### config.mk
export PLATFORM = sky130hd
export DESIGN_NAME = irq_mask_unit
export DESIGN_NICKNAME = d
export VERILOG_FILES = /design/src/rtl/irq_mask_unit.sv
export SDC_FILE = /design/constraint.sdc
export NUM_CORES = 1
export LEC_CHECK = 0
export BUFFER_PORTS_ARGS = -buffer_cell sky130_fd_sc_hd__buf_2
export CELL_PAD_IN_SITES_DETAIL_PLACEMENT = 0
export CELL_PAD_IN_SITES_GLOBAL_PLACEMENT = 1
export CORE_MARGIN = 2
export CORE_UTILIZATION = 38
export CTS_CLUSTER_SIZE = 28
export DETAILED_ROUTE_END_ITERATION = 7
export PLACE_DENSITY = 0.88
export SLEW_MARGIN = 20
export SYNTH_ARGS = -nofsm -noshare
export SYNTH_HDL_FRONTEND = slang
export SYNTH_SLANG_ARGS = --single-unit
### constraint.sdc
create_clock -name clk -period 2.95 [get_ports clk]
set_clock_uncertainty 0.15 [all_clocks]
set_input_delay 0.59 -clock clk [delete_from_list [all_inputs] [get_ports clk]]
set_output_delay 0.59 -clock clk [all_outputs]
set_load 0.005 [all_outputs]
### src/rtl/irq_mask_unit.sv
module irq_mask_unit #(
  parameter int DW   = 8,
  parameter int NSRC = 6,
  parameter int AW   = 2
) (
  input  logic          clk,
  input  logic          rst_n,
  input  logic          wr_en,
  input  logic [AW-1:0] wr_addr,
  input  logic [DW-1:0] wr_data,
  input  logic [AW-1:0] rd_addr,
  output logic [DW-1:0] rd_data,
  input  logic [NSRC-1:0] evt,
  output logic          irq_o,
  output logic          irq_oe
);
  localparam logic [AW-1:0] A_REQ = AW'(0);
  localparam logic [AW-1:0] A_EN  = AW'(1);
  localparam logic [AW-1:0] A_CFG = AW'(2);
  localparam logic [1:0]    CFG_RST = 2'b10;

  logic [NSRC-1:0] req_q, en_q;
  logic [1:0]      cfg_q;
  logic [NSRC-1:0] mask;
  logic            set_op, wr_req, wr_en_reg, wr_cfg, pending;

  assign mask      = wr_data[NSRC-1:0];
  assign set_op    = wr_data[DW-1];
  assign wr_req    = wr_en && (wr_addr == A_REQ);
  assign wr_en_reg = wr_en && (wr_addr == A_EN);
  assign wr_cfg    = wr_en && (wr_addr == A_CFG);

  always_ff @(posedge clk or negedge rst_n) begin
    if (!rst_n) begin
      req_q <= '0;
      en_q  <= '0;
      cfg_q <= CFG_RST;
    end else begin
      if (wr_req)
        req_q <= (set_op ? (req_q | mask) : (req_q & ~mask)) | evt;
      else
        req_q <= req_q | evt;
      if (wr_en_reg)
        en_q <= set_op ? (en_q | mask) : (en_q & ~mask);
      if (wr_cfg)
        cfg_q <= wr_data[1:0];
    end
  end

  assign pending = |(req_q & en_q);
  assign irq_o   = cfg_q[1] ? pending : ~pending;
  assign irq_oe  = cfg_q[0] | pending;

  always_comb begin
    case (rd_addr)
      A_REQ:   rd_data = {{(DW-NSRC){1'b0}}, req_q};
      A_EN:    rd_data = {{(DW-NSRC){1'b0}}, en_q};
      A_CFG:   rd_data = {{(DW-2){1'b0}}, cfg_q};
      default: rd_data = '0;
    endcase
  end

  AST_EVT_LATCH: assert property (@(posedge clk) disable iff (!rst_n)
    (|evt) |=> ((req_q & $past(evt)) == $past(evt)));
  AST_REQ_HOLD: assert property (@(posedge clk) disable iff (!rst_n)
    (!wr_req && evt == '0) |=> $stable(req_q));
  AST_REQ_CLEAR: assert property (@(posedge clk) disable iff (!rst_n)
    (wr_req && !set_op && evt == '0) |=> ((req_q & $past(mask)) == '0));
  AST_REQ_SET: assert property (@(posedge clk) disable iff (!rst_n)
    (wr_req && set_op) |=> ((req_q & $past(mask)) == $past(mask)));
  AST_EN_HOLD: assert property (@(posedge clk) disable iff (!rst_n)
    (!wr_en_reg) |=> $stable(en_q));
  AST_PP_DRIVE: assert property (@(posedge clk) disable iff (!rst_n)
    (rd_addr == A_CFG && rd_data[0]) |-> irq_oe);
endmodule

==> run metrics, run 1 <==
die height=49.58 um; via-per-instance ratio=between 5 and 6; top cell type's share of synthesized area=41.20%; Netlist cell types=24; number of diodes=0; Starting Density=40.24%; Seq cells post-synth=14; CTS tree=built; Core Area=0.001962 sq mm; Worst Hold Class=in -> async; CTS hold repair buffers=0; initial antenna violation count=0; largest net degree at the start of global routing=15; largest cells by area after synthesis=dfrtp_1 (41%), mux2_2 (11%), mux2i_1 (7.6%); Num Clock Sinks=14; IO buf count=27; R2R setup slack=1800 ps; Min Clock Period, post-route=2154 ps; Residual DRC=0; VDD IR-drop max=~170 uV; Final GP Congestion=0.7754; multi-input logic area=399.1 sq um; clock power share=23.8%; Final Hold Viols=0; leading area contributor after synthesis=dfrtp_1; status=completed; DRT Wirelength=1769 um; Tcrit/Tclk final=around three quarters; sequential power share=between 50 and 60%; Mapped Cells=72; Vias=651; Reg area=roughly 350 sq um; Arr. time, crit path=around 1400 ps; number of global-route vias before repair=672; DP Wirelength=1405 um; layout cell share with drive strength beyond 1=45.92%; commonest cells after routing, fill and taps aside=buf_2 (27), dfrtp_1 (13), nand2_1 (8), mux2_2 (8), mux2i_1 (6); RSZ-0062 raised after global routing=false; clk slew on worst S/H paths=80 ps; required time of the critical path=between 2000 and 2500 ps; Post-Route Utilization=48.60%; CTS max path bufs=2; antenna-violating nets left=0; Synth Cell Area=slightly below 800 sq um; DRT iter0 DRCs=10; clock latency on the worst-skew pair=270 ps; max_cap viols=0; Post-CTS Resized=0; combinational power share=23.1%; CP max stage cell=dfrtp_1; Die W=slightly below 50 um; Worst Hold Slack=around 54 ps; Final setup viols=0; Ports=31; CP startpoint kind=flip-flop; Int Pwr=0.3319 mW; Area after DPL=927.1 sq um; register area share after synthesis=44.53%; Area Growth Syn to Fin=20.76%; die area=0.002458 sq mm; power per cell area=479.9 mW/mm^2; fin. max-slew vios=0; drt first pass iters=4; Psw=0.1256 mW; sw frac=27.45%; Worst setup EP type=output port; TritonCTS buffer count=3; grt total ovfl=0; first-pass GRT wire length=2946 um; Setup Buffers After CTS=0; Post-Route Setup TNS=0 ps; most common cell after layout, fill and taps aside=buf_2; CP Max Fanout=3; crit path cell chain=a22oi_1 -> nand3_1 -> or2_2 -> buf_2; total global-route track usage=15.81%; Worst Setup Path Type=reg -> out; fill cell count=207; Yosys warning count=0; Root Buffer=clkbuf_4; CTS H-tree depth=1; routed len/inst=14.15 um; Site Rows=16; largest stage delay on the critical path=410 ps; Final #Nets=120; design area=~950 sq um; Leak=0.4240 nW; Pwr Total=0.4575 mW; Avg Inst Size Synth=roughly 11 sq um; FMAX=roughly 460 MHz
## cell usage after synthesis, drive strengths merged
cell	count
mux2i	6
and3b	1
a311o	6
nor2	4
mux2	8
or2	1
nor3b	1
clkbuf	3
a22oi	3
buf	4
xnor2	1
nand3b	1
o21ai	2
nand3	1
a21boi	6
dfrtp	13
conb	1
nor2b	1
dfstp	1
nand2	8
## worst paths after layout
path | from | to | cells past startpoint
max reg2reg | req_q[0]$_DFF_PN0_ | req_q[0]$_DFF_PN0_ | 2
max in group asynchronous | rst_n | cfg_q[1]$_DFFE_PN1P_ | 1
max | req_q[0]$_DFF_PN0_ | irq_oe | 4
min reg2reg | flip-flop | flip-flop | 1
min in group clk | evt[5] | req_q[5]$_DFF_PN0_ | 2
min | rst_n | asynchronous set/reset pin | 1
## per-layer routing
| metal | part of all wire [%] | wire length (um) | global-route usage [%] |
|---|---|---|---|
| met4 | 1.7 | 30 | 9.722 |
| met3 | 4.2 | 74 | 1.818 |
| met2 | 52 | 927 | 28.00 |
| met5 | 0 | 0 | 0 |
| met1 | 42 | 736 | 17.95 |
## power groups by stage
| stage | Clock, mW | Sequential [mW] | Combinational (mW) |
|---|---|---|---|
| floorplan | 0 | 0.238 | 0.0684 |
| global placement | 0 | 0.244 | 0.102 |
| finish | 0.109 | 0.243 | 0.106 |
| global route | 0.122 | 0.247 | 0.120 |
| detailed placement | 0 | 0.247 | 0.107 |
| CTS | 0.112 | 0.243 | 0.107 |
## logic make-up (layout without fill, tap and decap cells)
logic type | count (synthesis) | count (layout) | synth area share (%)
and+or+nand+nor | 18 | 18 | 11.73
buffers and inverters | 7 | 32 | 5.387
xor gates and xnor gates | 1 | 1 | 1.110
DFF | 14 | 14 | 44.53
muxes | 14 | 14 | 19.02
other | 1 | 2 | 0.4750
AOI/OAI and AO/OA | 17 | 17 | 17.75
## stage by stage
step	cells	worst slack, ps
2_1_floorplan	73	1041
3_3_place_gp	121	993.8
3_5_place_dp	121	953.6
4_1_cts	125	789.1
5_1_grt	125	661.9
6_report	125	796.2
## critical path: cells and delay by family, from the launching register on
| kind | cells | cell delay, ps |
|---|---|---|
| AOI/OAI and AO/OA | 1 | 190 |
| DFF | 1 | 410 |
| and+or+nand+nor | 2 | 430 |
| buffers and inverters | 1 | 130 |
## area by class of cell
class | instances | area share, %
Clock buffer | 4 | 2.756
Multi-Input combinational cell | 52 | 41.86
Sequential cell | 14 | 36.88
Tap cell | 27 | 3.543
Timing Repair Buffer | 28 | 14.96
Power figures use the tool's default switching activity.
==> run 2, diff against run 1 <==
ABC_AREA = 1   (was unset)
CORE_ASPECT_RATIO = 0.5   (was unset)
CORE_UTILIZATION = 29   (was 38)
PLACE_DENSITY = 0.79   (was 0.88)
clock period = 1.8 ns   (was 2.95 ns; I/O delays follow)
==> run metrics, run 2 <==
CP startpoint kind=flip-flop; Tcrit/Tclk final=97.32%; via-per-instance ratio=4.355; initial antenna violation count=0; CTS tree=built; placed instance count=180; Mapped Cells=117; Seq cells post-synth=14; Synth Cell Area=slightly above 800 sq um; DP Wirelength=1615 um; die area=between 0.003 and 0.004 sq mm; Final Hold Viols=0; Final GP Congestion=0.7523; Final #Nets=171; number of global-route vias before repair=764; routed len/inst=11.24 um; drt first pass iters=4; Reg area=roughly 350 sq um; max_cap viols=0; die height=approximately 42 um; Core Area=0.002651 sq mm; Post-Route Setup TNS=0 ps; DRT iter0 DRCs=31; commonest cells after routing, fill and taps aside=nand2_1 (27), buf_2 (27), inv_1 (23); clk slew on worst S/H paths=60 ps; Yosys warning count=0; antenna-violating nets left=0; Synth async-reset ratio=100.0%; Die W=79.47 um; Final setup viols=0; most common library cells after synthesis=nand2_1 (27), inv_1 (23), nand3_1 (16); Netlist cell types=16; fill cell count=293; clock latency on the worst-skew pair=240 ps; Avg Inst Size Synth=7.058 sq um; number of diodes=0; Ports=31; Leak=0.5457 nW; top cell type's share of synthesized area=39.39%; Post-Layout Cell Count=186; Worst Hold Class=in -> reg; status=completed; Main synth FF type=dfrtp_1; power per cell area=slightly below 800 mW/mm^2; most numerous cell in the Yosys netlist=nand2_1; Num Clock Sinks=14; grt total ovfl=0; Arr. time, crit path=about 1200 ps; DRT Wirelength=2090 um; total global-route track usage=roughly 13%; Root Buffer=clkbuf_8; leading area contributor after synthesis=dfrtp_1; Min Clock Period, post-route=1752 ps; multi-input logic area=374.1 sq um; Starting Density=between 30% and 40%; register area share after synthesis=a little over two fifths; EDFF count, synth=0; FMAX=roughly 570 MHz; CP Max Fanout=3; layout cell share with drive strength beyond 1=25.50%; Area after DPL=about 1000 sq um; VDD IR-drop max=299.3 uV; IO buf count=27; CTS max path bufs=2; TritonCTS buffer count=3; Vias=810; required time of the critical path=1290 ps; Worst Setup Path Type=reg -> out; first-pass GRT wire length=between 3000 and 4000 um; largest net degree at the start of global routing=15; CTS H-tree depth=1; Site Rows=13; largest cells by area after synthesis=dfrtp_1 (39%), nand2_1 (12%), inv_1 (10%); fin. max-slew vios=0; Area Growth Syn to Fin=28.79%; Worst setup EP type=output port; design area=0.001064 sq mm; Residual DRC=0
run 2: cell count changes after synthesis, moves of 4 or more:
cell	delta
inv_1	+23
nand2_1	+19
nand3_1	+15
o21ai_0	+10
mux2_2	-8
mux2i_1	-6
o21ai_1	+6
a21boi_1	-4
a311o_1	-4
nor2_1	+4
run 2: critical path, stage by stage, from the launching register on:
cell and delay (ps):
dfrtp_1 400, nand2_1 90, nand2_1 70, nor2_2 150
nand2_1 70, nand2_1 50, nand2_1 40, buf_2 120
run 2: worst paths after layout:
path / startpoint / end / slack, ps / depth (start not counted)
min in group asynchronous: rst_n / req_q[1]$_DFF_PN0_ / 400 / 2
min reg2reg: cfg_q[1]$_DFFE_PN1P_ / cfg_q[1]$_DFFE_PN1P_ / 370 / 2
max reg2reg: cfg_q[1]$_DFFE_PN1P_ / cfg_q[1]$_DFFE_PN1P_ / 890 / 2
max: req_q[0]$_DFF_PN0_ / irq_o / 50 / 7
min: evt[2] / req_q[2]$_DFF_PN0_ / 160 / 3
max in group asynchronous: rst_n / cfg_q[1]$_DFFE_PN1P_ / 810 / 2
run 2: per-stage QoR:
step                power (mW)  hold slack (ps)  utilization, %  setup WS [ps]
CTS                     0.8446            162.1           39.74          70.73
global placement        0.5707            127.5           37.66          216.9
floorplan               0.4941           -85.59               -          473.4
finish                  0.8427            163.7           40.11          48.18
global route            0.9016            173.3           40.11         -59.45
detailed placement      0.5803            124.5           37.66          216.7
run 2: report_power, final:
| part | switching (mW) | internal, mW | leakage, nW |
|---|---|---|---|
| registers | 0.0268 | 0.358 | 0.151 |
| logic | 0.116 | 0.0802 | 0.372 |
| clock network | 0.106 | 0.156 | 0.0228 |
| total | 0.248 | 0.594 | 0.546 |
run 2: area by class of cell:
cell class	instances	share of cell area, %
Inverter	23	8.118
Timing Repair Buffer	30	15.06
Multi-Input combinational cell	78	35.18
Sequential cell	14	33.06
Tap cell	37	4.353
Clock buffer	4	4.235
run 2: routing by layer:
metal	part of all wire (%)	routed length (um)	track usage (%)	vias to the layer above
li1	-	-	-	428
met1	48	993	17.99	360
met2	47	987	22.35	20
met3	4.6	96	3.043	2
met4	0.57	12	3.103	0
met5	0	0	0	-
run 2: cells by family (layout without fill, tap and decap cells):
logic type             after synthesis  after routing  share of synthesized area (%)
and+or+nand+nor                     56             56                          31.37
AOI/OAI and AO/OA                   20             20                          12.73
other                                1              2                         0.4541
DFF                                 14             14                          42.58
buffers and inverters               26             57                          12.88
run 2: repair_timing:
item | 4_1_cts | 5_1_grt
hold buffers | 1 | 0
resized for setup | 0 | 1
buffers inserted | 0 | 1
setup endpoints to repair | 0 | 1
hold endpoints to repair | 13 | 0
==> run 3, diff against run 2 <==
PLACE_DENSITY = 0.74   (was 0.79)
RECOVER_POWER = 25   (was unset)
TNS_END_PERCENT = 1   (was unset)
==> run metrics, run 3 (synthesized netlist as in run 2, its figures left out) <==
CP startpoint kind=flip-flop; CTS H-tree depth=1; required time of the critical path=1290 ps; Leak=between 0.5 and 0.6 nW; first-pass GRT wire length=about 3400 um; CTS tree=built; drt first pass iters=4; Reg area=351.6 sq um; Root Buffer=clkbuf_8; Final #Nets=approximately 170; Most common cell on crit path=nand2_1; Die W=79.47 um; design area=0.001071 sq mm; crit path cell chain=nand2_1 -> nand2_1 -> nor2_2 -> nand2_1 -> nand2_1 -> nand2_1 -> buf_2; TritonCTS buffer count=3; status=completed; fill cell count=308; antenna-violating nets left=0; DRT Wirelength=roughly 2000 um; sw frac=28.16%; DRT iter0 DRCs=42; Residual DRC=0; Worst setup EP type=output port; largest net degree at the start of global routing=15; clock power share=34.6%; clk slew on worst S/H paths=60 ps; Worst Hold Slack=159.7 ps; initial antenna violation count=0; Area Growth Syn to Fin=29.70%; routed len/inst=10.79 um; DP Wirelength=1586 um; fin. max-slew vios=0; power per cell area=820.5 mW/mm^2; Site Rows=13; Final setup viols=0; Tcrit/Tclk final=95.60%; Starting Density=31.15%; layout cell share with drive strength beyond 1=about a quarter; commonest cells after routing, fill and taps aside=nand2_1 (27), buf_2 (25), inv_1 (23); Int Pwr=about 0.63 mW; RSZ-0062 raised after global routing=true; combinational power share=22.1%; CP Max Fanout=3; Core Area=about 0.0027 sq mm; IO buf count=27; FMAX=581.1 MHz; sequential power share=43.3%; most common cell after layout, fill and taps aside=nand2_1; die area=approximately 0.0033 sq mm; worst-margin pin slew=763.1 ps; Area after DPL=998.5 sq um; Final Hold Viols=0; Worst Hold Class=in -> reg; die height=41.74 um; max_cap viols=0; number of diodes=0; total global-route track usage=a little over an eighth; VDD IR-drop max=279.3 uV; via-per-instance ratio=4.328; multi-input logic area=374.1 sq um; Arr. time, crit path=~1200 ps; clock latency on the worst-skew pair=240 ps; Worst Setup Path Type=reg -> out; CP max stage cell=dfrtp_1; relative slew slack=49.13%; Psw=0.2475 mW; CTS max path bufs=2; number of global-route vias before repair=784; Final GP Congestion=0.7506; Ports=31; Pwr Total=around 0.9 mW; grt total ovfl=0; largest stage delay on the critical path=390 ps; Num Clock Sinks=14; Min Clock Period, post-route=1721 ps; Vias=805
[run 3: cell count changes in the layout (fill, tap and decap cells not counted), sizes merged]
cell,before,now
buf,29,27
clkbuf,4,6
[run 3: worst paths after layout]
| path | startpoint | endpoint | slack, ps | cells past startpoint |
|---|---|---|---|---|
| worst max-delay path | req_q[3]$_DFF_PN0_ | irq_o | 80 | 7 |
| worst min-delay path | evt[2] | req_q[2]$_DFF_PN0_ | 160 | 3 |
| worst max register to register | cfg_q[1]$_DFFE_PN1P_ | cfg_q[1]$_DFFE_PN1P_ | 890 | 2 |
| worst min register to register | cfg_q[0]$_DFFE_PN0P_ | cfg_q[0]$_DFFE_PN0P_ | 370 | 2 |
| max in group asynchronous | rst_n | asynchronous set/reset pin | 480 | 2 |
| min in group asynchronous | rst_n | req_q[5]$_DFF_PN0_ | 550 | 2 |
[run 3: cell type report]
cell class                      instances  area share, %
Clock buffer                            4          5.140
Multi-Input combinational cell         78          34.93
Inverter                               23          8.061
Sequential cell                        14          32.83
Tap cell                               37          4.322
Timing Repair Buffer                   30          14.72
[run 3: power by group through the flow]
stage	clock network, mW	registers, mW	logic (mW)
after floorplan	0	0.380	0.114
after global placement	0	0.384	0.187
after detailed placement	0	0.386	0.191
after CTS	0.312	0.381	0.194
after global routing	0.333	0.384	0.222
final	0.304	0.381	0.194
[run 3: metal layers]
metal	wire, um	part of all wire (%)	track usage (%)
met2	948	47	22.18
met5	0	0	0
met4	23	1.1	4.138
met1	948	47	16.73
met3	86	4.3	4.130
[run 3: timing repair]
item                                    4_1_cts  5_1_grt
setup buffers                                 0        1
hold buffers                                  1        0
endpoints found under the hold margin        13        0
endpoints found under the setup margin        0        2
resized for setup                             0        1
[run 3: stage by stage]
step                      worst slack, ps  instances  setup TNS, ps  util [%]
after floorplan                     473.4        118              0         -
after global placement              217.4        180              0     37.66
after detailed placement            220.9        180              0     37.66
after CTS                           5.360        185              0     40.11
after global routing               -10.21        186         -10.21     40.40
final                               79.22        186              0     40.40
[run 3: critical path, delay by kind of cell, from the launching register on]
family | cells | cell delay [ps]
AND/OR/NAND/NOR | 6 | 460
buffers and inverters | 1 | 110
flip-flops | 1 | 390
